[src/rtl/cdiff_pkg.sv]
package cdiff_pkg;

  // Per-slot strobes from the control to the datapath.
  typedef struct packed {
    logic takeU;       // current slot carries U
    logic takeV;       // current slot carries V; closes a pair
    logic secondPair;  // pair belongs to slots 2/3 of the group
  } slotStrb_t;

endpackage

[src/rtl/cdiff_ctrl.sv]
module cdiff_ctrl
  import cdiff_pkg::*;
#(
  parameter int SLOT_W = 2
) (
  input  logic      clk,
  input  logic      rstN,
  input  logic      lineStart,
  input  logic      rgbFullScreen,
  output slotStrb_t strb,
  output logic      trapBypass
);

  logic [SLOT_W-1:0] slotCnt;
  logic [SLOT_W-1:0] slotNow;

  // A line start forces slot 0 (U) in the same clock.
  always_comb begin
    slotNow         = lineStart ? '0 : slotCnt;
    strb.takeU      = ~slotNow[0];
    strb.takeV      = slotNow[0];
    strb.secondPair = slotNow[SLOT_W-1];
  end

  always_ff @(posedge clk) begin
    if (!rstN) begin
      slotCnt    <= '0;
      trapBypass <= 1'b0;
    end else begin
      slotCnt    <= slotNow + 1'b1;
      trapBypass <= rgbFullScreen;
    end
  end

endmodule

[src/rtl/cdiff_datapath.sv]
module cdiff_datapath
  import cdiff_pkg::*;
#(
  parameter int DATA_W    = 8,
  parameter int MAX_DELAY = 7,
  localparam int DEL_W    = $clog2(MAX_DELAY + 1)
) (
  input  logic              clk,
  input  logic              rstN,
  input  slotStrb_t         strb,
  input  logic [DATA_W-1:0] dataIn,
  input  logic [DATA_W-1:0] offsetU,
  input  logic [DATA_W-1:0] offsetV,
  input  logic [DEL_W-1:0]  delaySel,
  input  logic              fmt411,
  output logic [DATA_W-1:0] uOut,
  output logic [DATA_W-1:0] vOut,
  output logic              outValid
);

  localparam int WIDE_W = DATA_W + 2;
  localparam logic signed [WIDE_W-1:0] MAX_CODE = WIDE_W'((1 << DATA_W) - 1);

  // Unsigned sample minus signed offset, clamped to [0, 2^DATA_W-1].
  function automatic logic [DATA_W-1:0] subSat(input logic [DATA_W-1:0] x,
                                               input logic [DATA_W-1:0] off);
    logic signed [WIDE_W-1:0] diff;
    diff = $signed({2'b00, x}) - $signed({{2{off[DATA_W-1]}}, off});
    if (diff < 0)             subSat = '0;
    else if (diff > MAX_CODE) subSat = '1;
    else                      subSat = diff[DATA_W-1:0];
  endfunction

  function automatic logic [DATA_W-1:0] avgUp(input logic [DATA_W-1:0] a,
                                              input logic [DATA_W-1:0] b);
    logic [DATA_W:0] s;
    s = {1'b0, a} + {1'b0, b} + 1'b1;
    avgUp = s[DATA_W:1];
  endfunction

  // Delay taps; tap 0 is the correction register.
  logic [DATA_W-1:0] tapU   [MAX_DELAY+1];
  logic [DATA_W-1:0] tapV   [MAX_DELAY+1];
  logic              tapStb [MAX_DELAY+1];
  logic              tapSec [MAX_DELAY+1];

  logic [DATA_W-1:0] corrNow;
  assign corrNow = subSat(dataIn, strb.takeV ? offsetV : offsetU);

  always_ff @(posedge clk) begin
    if (!rstN) begin
      tapU[0]   <= '0;
      tapV[0]   <= '0;
      tapStb[0] <= 1'b0;
      tapSec[0] <= 1'b0;
    end else begin
      if (strb.takeU) tapU[0] <= corrNow;
      if (strb.takeV) tapV[0] <= corrNow;
      tapStb[0] <= strb.takeV;
      tapSec[0] <= strb.secondPair;
    end
  end

  for (genvar k = 1; k <= MAX_DELAY; k++) begin : g_tap
    always_ff @(posedge clk) begin
      if (!rstN) begin
        tapU[k]   <= '0;
        tapV[k]   <= '0;
        tapStb[k] <= 1'b0;
        tapSec[k] <= 1'b0;
      end else begin
        tapU[k]   <= tapU[k-1];
        tapV[k]   <= tapV[k-1];
        tapStb[k] <= tapStb[k-1];
        tapSec[k] <= tapSec[k-1];
      end
    end
  end

  logic [DATA_W-1:0] selU, selV;
  logic              selStb, selSec;
  always_comb begin
    selU   = tapU[delaySel];
    selV   = tapV[delaySel];
    selStb = tapStb[delaySel];
    selSec = tapSec[delaySel];
  end

  // Output formatter.
  logic [DATA_W-1:0] firstU, firstV;

  always_ff @(posedge clk) begin
    if (!rstN) begin
      firstU   <= '0;
      firstV   <= '0;
      uOut     <= '0;
      vOut     <= '0;
      outValid <= 1'b0;
    end else begin
      outValid <= 1'b0;
      if (selStb) begin
        if (!fmt411) begin
          uOut     <= selU;
          vOut     <= selV;
          outValid <= 1'b1;
        end else if (!selSec) begin
          firstU <= selU;
          firstV <= selV;
        end else begin
          uOut     <= avgUp(firstU, selU);
          vOut     <= avgUp(firstV, selV);
          outValid <= 1'b1;
        end
      end
    end
  end

endmodule

[src/rtl/cdiff_formatter.sv]
module cdiff_formatter
  import cdiff_pkg::*;
#(
  parameter int DATA_W    = 8,
  parameter int MAX_DELAY = 7,
  localparam int DEL_W    = $clog2(MAX_DELAY + 1)
) (
  input  logic              clk,
  input  logic              rstN,
  input  logic              lineStart,
  input  logic [DATA_W-1:0] dataIn,
  input  logic              fmt411,
  input  logic              rgbFullScreen,
  input  logic [DATA_W-1:0] offsetU,
  input  logic [DATA_W-1:0] offsetV,
  input  logic [DEL_W-1:0]  delaySel,
  output logic [DATA_W-1:0] uOut,
  output logic [DATA_W-1:0] vOut,
  output logic              outValid,
  output logic              trapBypass
);

  slotStrb_t strb;

  cdiff_ctrl #(.SLOT_W(2)) u_ctrl (
    .clk          (clk),
    .rstN         (rstN),
    .lineStart    (lineStart),
    .rgbFullScreen(rgbFullScreen),
    .strb         (strb),
    .trapBypass   (trapBypass)
  );

  cdiff_datapath #(.DATA_W(DATA_W), .MAX_DELAY(MAX_DELAY)) u_dp (
    .clk     (clk),
    .rstN    (rstN),
    .strb    (strb),
    .dataIn  (dataIn),
    .offsetU (offsetU),
    .offsetV (offsetV),
    .delaySel(delaySel),
    .fmt411  (fmt411),
    .uOut    (uOut),
    .vOut    (vOut),
    .outValid(outValid)
  );

endmodule

[config.mk]
export PLATFORM = sky130hd
export DESIGN_NAME = cdiff_formatter
export DESIGN_NICKNAME = d
export VERILOG_FILES = /design/src/rtl/cdiff_pkg.sv /design/src/rtl/cdiff_ctrl.sv /design/src/rtl/cdiff_datapath.sv /design/src/rtl/cdiff_formatter.sv
export SDC_FILE = /design/constraint.sdc
export NUM_CORES = 1
export LEC_CHECK = 0
export BUFFER_PORTS_ARGS = -buffer_cell sky130_fd_sc_hd__buf_4
export CAP_MARGIN = 20
export CORE_MARGIN = 10
export CORE_UTILIZATION = 45
export DETAILED_ROUTE_END_ITERATION = 8
export PLACE_DENSITY_LB_ADDON = 0.1
export SLEW_MARGIN = 0
export SYNTH_ARGS = -nofsm -noshare
export SYNTH_HDL_FRONTEND = slang
export SYNTH_SLANG_ARGS = --single-unit
export TNS_END_PERCENT = 100
[constraint.sdc]
create_clock -name clk -period 8.53 [get_ports clk]
set_input_delay 1.706 -clock clk [delete_from_list [all_inputs] [get_ports clk]]
set_output_delay 1.706 -clock clk [all_outputs]
set_load 0.01 [all_outputs]
======== Yosys cells after proc, flatten, opt, wreduce, memory -nomap -nowiden ========
Memories as Yosys holds them, arrays and structs flattened.
Cells that the tools add are included.
cells by class
  $add $sub $neg .......................... 6
  multiplexer cells ....................... 50
  bitwise logic cells ..................... 33
  equality and inequality tests ........... 1
  reduce and logical (&&, ||, !) cells .... 3
  magnitude comparators ................... 2
operators by type and width
  operator             number
  $mux 8               23
  $or 1x1->1           32
  $mux 1               26
  $add 8x8->9          2
  $add 9x1->9 const B  2
  $gt 10x9->1 const B  1
  $lt 10x1->1 const B  1
  $sub 9x8->10         1
  $reduce_and 2->1     2
  $reduce_and 3->1     1
  $add 2x1->2 const B  1
  $mux 2               1
  $ne 2x1->1 const B   1
  $not 1->1            1
word-level totals
  input port bits ......................... 32
  logic and storage cells ................. 106
  memories kept ........................... 4
  flip-flop bits (word level) ............. 36
  RAM bits ................................ 144
memory list
  name         words  width  read ports  clocked after memory_dff  write ports  line                  text
  u_dp.tapU    8      8      8           0                         8            cdiff_datapath.sv:42  logic [DATA_W-1:0] tapU [MAX_DELAY+1];
  u_dp.tapV    8      8      8           0                         8            cdiff_datapath.sv:43  logic [DATA_W-1:0] tapV [MAX_DELAY+1];
  u_dp.tapSec  8      1      8           0                         8            cdiff_datapath.sv:45  logic tapSec [MAX_DELAY+1];
  u_dp.tapStb  8      1      8           0                         8            cdiff_datapath.sv:44  logic tapStb [MAX_DELAY+1];

======== Depth between registers and ports, before layout ========
  depth after elaboration ................. 7
  depth in mapped cells ................... 13

======== Modules after synthesis ========
Synthesis repeated with hierarchy kept, for this count alone.
unflattened totals
  cells, all modules ...................... 668
  area total of the unflattened synthesis .. 7810.0 sq um
modules (own cells, without submodules)
  module          times used  seq. area each (sq um)  cells an instance  area each (sq um)
  cdiff_datapath  1           3703.6                  658                7704.9
  cdiff_ctrl      1           60.1                    10                 105.1

======== Worst setup path after synthesis ========
No wires, ideal clock.
  kind .................................... input -> register
  start ................................... in delaySel[0]
  end ..................................... reg u_dp.uOut[6]
  library setup time ...................... 0.070 ns
  data required time ...................... 8.460 ns
  arrival time ............................ 4.436 ns
  stages on the path ...................... 13
  slack ................................... 4.024 ns
  cells stage by stage .................... buf_6 > buf_4 > buf_2 > mux4_2 > mux2_2 > ha_1 > a21o_1 > a21oi_1 > nor2b_1 > a311oi_2 > xnor2_1 > mux2i_1 > a21oi_1
on the way
  word-level cells in the longest chain between the ends .. 5
ends and longest elaborated chain
  item                    line                   text
  from (decl)             cdiff_formatter.sv:16  input logic [DEL_W-1:0] delaySel,
  $mem_v2 8x8             n/a
  named net u_dp.selU[4]  cdiff_datapath.sv:80   logic [DATA_W-1:0] selU, selV;
  $add 8x8->9             cdiff_datapath.sv:37   s = {1'b0, a} + {1'b0, b} + 1'b1;
  $add 9x1->9             cdiff_datapath.sv:37
  $mux 8                  cdiff_datapath.sv:106  end else if (!selSec) begin
  $mux 8                  cdiff_datapath.sv:102  if (!fmt411) begin
  to (signal assigned)    cdiff_datapath.sv:103  uOut <= selU;
  to (signal assigned)    cdiff_datapath.sv:110  uOut <= avgUp(firstU, selU);
  to (decl)               cdiff_datapath.sv:16   output logic [DATA_W-1:0] uOut,
The timed path passes the listed nets, and every way through them passes these cells. The select of a mux whose other input is x is not followed.
A chain may end at the register's enable or synchronous reset.

======== Worst setup path after layout ========
  start ................................... in delaySel[0]
  end ..................................... reg u_dp.uOut[7]
on the way
  word-level cells in the longest chain between the ends .. 5
ends and longest elaborated chain
  item         line
  $mem_v2 8x8  n/a
  $add 8x8->9  cdiff_datapath.sv:37
  $add 9x1->9  cdiff_datapath.sv:37
  $mux 8       cdiff_datapath.sv:106
  $mux 8       cdiff_datapath.sv:102
Parallel ways exist; a longest one is shown, timed or not. The select of a mux whose other input is x is not followed.

==> results.md <==
- Clk_lat worst skew: 0.42 ns
- Reg clk slew, reported paths: 0.06 ns
- GRT Util Overall: 0.1346
- Initial core utilization: 0.4559
- Pwr/cell area: 206.8 nW/um^2
- CP Class: primary input to register
- Die footprint: 22250 sq um
- DRC: 0
- Detailed-route via count: 4693
- Max_slew headroom: 0.3931
- Register area share after synthesis: 0.5014
- Ant. Diodes: 0
- Dpl cells: 894
- PortBufs: 49
- CP delay by family, top: multiplexers
- HPWL after DPL: ~9800 microns
- Routed wire per std cell: approximately 16 microns
- Layout Nets: 752
- Setup TNS Final: 0 ns
- Warnings from Yosys: 0
- Area of placed instances: 8031 sq um
- Slew Viols, Final: 0
- Antenna violations before repair: 0
- DRT iter0 DRCs: 183
- Share of layout cells above drive strength 1: 0.1983
- Minimum clock period: about 4.5 ns
- Vias per inst: 5.068
- Clock Skew: 0.006673 ns
- Worst Hold Depth: 1
- RD Place Congestion: 0.8248
- Final antenna-violating net count: 0
- Final worst-path cycle share: 0.5305
- Synth Cell Area: approximately 7500 sq um
- CTS Root Cell: clkbuf_16
- Syn Nets: slightly above 700
- I/O pin count: 50
- Worst Setup End Kind: register
- Drt pass-1 iters: 4
- Die height: 149.2 microns
- Longest Clk Path Bufs: 2
- Core box area: 16470 sq um
- Maxcap violations: 0
- Fmax: 0.2210 GHz
- First-pass GRT wire length: 24190 microns
- Crit path buffers/inverters: 1
- FF/Latch Area: 3764 sq um
- Hold buffer count at cts: 0
- Chip width: 149.2 microns
- Slew @ Worst Pin: a little over 0.9 ns
- Area Overhead vs Synth: 15.04%
- Reg2Reg Depth: 12
- VDD IR-drop max: 129.2 uV
- Fillers: 1455
- WP depth: 12
- Post-CTS sizing: 0
- Critical Path Max Stage Delay: 0.62 ns
- Drt total wl: 14410 microns
- Min-Delay Path Class: register to register
- Crit path max fanout: 38
- Footprint of the multi-input gates: between 3000 and 4000 sq um
- Inserted Clock Buffers: 17
- Netlist cell types: 43
- Syn Area/Cell: 11.39 sq um
- Status: finished clean
- Lkg Pwr: about 3.6 nW
- Gate Count Post-Synth: around 660
- H-tree depth: 4
- Seq cells post-synth: 180
- Vias in the first global route: 4871
- GR Overflow Total: 0
- Worst path cell trace: buf_4 > mux4_2 > mux2i_4 > or2b_1 > fa_1 > a21o_1 > a21oi_1 > o21ai_0 > o21ai_0 > a31oi_1 > mux2i_1 > nor2_1
- CP max stage cell: mux4_2
- RSZ-0062 raised after global routing: false
- Setup Viol. Count Final: 0
- Req. time, crit path: ~9 ns
- Setup Buffers After CTS: 0
- Placement row count: 47
- CTS sink count: 180
- CP arrival: 4.81 ns
- CTS tree: built
- Most frequent CP cell: o21ai_0
- Design area: between 8000 and 9000 sq um
- Layout Cells excl Fill: between 900 and 1000
- Hold Vio Cnt, Final: 0
- Startpoint class of the critical path: primary input
- Largest net degree at the start of global routing: ~130
## worst paths after layout
check | start | to | slack [ns]
setup / recovery | delaySel[0] | u_dp.uOut[7] | 4.00
hold / removal | u_dp.tapU[4][1] | u_dp.tapU[5][1] | 0.45
setup reg to reg | u_ctrl.slotCnt[0] | u_dp.tapU[0][4] | 5.16
hold reg to reg | u_dp.tapU[4][1] | u_dp.tapU[5][1] | 0.45
## synthesized netlist by cell type
cell type	instances	area share
dfxtp_1	164	0.44
a21boi_0	2	0.0020
o21ai_0	25	0.017
a21o_1	7	0.0070
buf_6	1	0.0015
o21a_1	5	0.0050
nor3b_1	4	0.0040
a211oi_2	1	0.0017
a311oi_1	1	0.0012
buf_4	3	0.0030
o21ai_1	4	0.0027
xor2_1	7	0.0082
inv_1	10	0.0050
nor3_1	6	0.0040
nand4_1	1	0.00083
a311oi_2	1	0.0020
mux2i_1	29	0.039
a21oi_1	35	0.023
nor2_1	36	0.018
a211oi_1	6	0.0060
ha_1	23	0.038
a31oi_1	5	0.0042
edfxtp_1	16	0.064
mux2i_4	1	0.0030
a2111oi_0	1	0.0012
clkbuf_1	23	0.012
buf_2	8	0.0053
nand3_1	3	0.0020
nor2b_1	4	0.0033
or2b_1	1	0.0010
o32ai_1	1	0.0012
or3_1	4	0.0033
xnor2_1	11	0.013
mux4_2	34	0.10
o21bai_1	1	0.0010
fa_1	3	0.0080
inv_2	1	0.00050
mux2_2	18	0.027
buf_1	2	0.0010
o211ai_1	2	0.0020
and2_1	129	0.11
nand2_1	15	0.0075
nand2b_1	5	0.0042
## layer usage
metal	up-vias	global-route usage	part of all wire
li1	2363	-	-
met1	2249	0.1768	0.50
met2	72	0.2095	0.46
met3	9	0.04035	0.035
met4	0	0.03974	0.0090
met5	-	0	0
## report_power, final
group	internal (mW)	switching, mW
Sequential	0.875	0.0108
Combinational	0.0624	0.0756
Clock	0.453	0.309
## registers in the layout, indices dropped and copies added, names as in the netlist, 8 cells and up
name and count:
u_dp.firstU 8, u_dp.vOut 8, u_dp.tapV 64, u_dp.tapU 64
u_dp.firstV 8, u_dp.uOut 8, u_dp.tapSec 8, u_dp.tapStb 8
## cell families (layout without fill, tap and decap cells)
group,after synthesis,count (layout),synth area share
AO/OA/AOI/OAI,97,97,0.07701
XOR/XNOR,18,18,0.02100
adder cells (fa/ha/maj),26,26,0.04634
buffers and inverters,48,95,0.02784
flip-flops,180,180,0.5014
multiplexers,82,82,0.1707
AND/OR/NAND/NOR,208,208,0.1557
## cell type report
cell class	count	share of cell area
Clock buffer	25	0.06028
Clock inverter	6	0.007825
Inverter	11	0.004782
Multi-Input combinational cell	431	0.4101
Sequential cell	180	0.4359
Tap cell	220	0.03188
Timing Repair Buffer	53	0.04927
## cells in the final DEF (no fill, tap or decap), types with 5 or more instances in the layout
cell	n
a211oi_1	6
a21o_1	7
a21oi_1	35
a31oi_1	5
and2_1	129
buf_4	51
clkbuf_16	18
dfxtp_1	164
edfxtp_1	16
ha_1	23
inv_1	10
mux2_2	18
mux2i_1	29
mux4_2	34
nand2_1	15
nand2b_1	5
nor2_1	36
nor3_1	6
o21a_1	5
o21ai_0	25
xnor2_1	11
xor2_1	7
## through the flow
stage,hold WS [ns],utilization,total power [mW],setup slack [ns]
finish,0.4510,0.5244,1.785,4.005
detailed placement,0.4369,0.4878,1.043,3.507
global placement,0.4297,0.4861,1.039,3.570
global route,0.4684,0.5244,1.858,3.673
floorplan,0.4239,-,0.9996,4.024
CTS,0.4545,0.5235,1.808,3.944
Power figures use the tool's default switching activity.
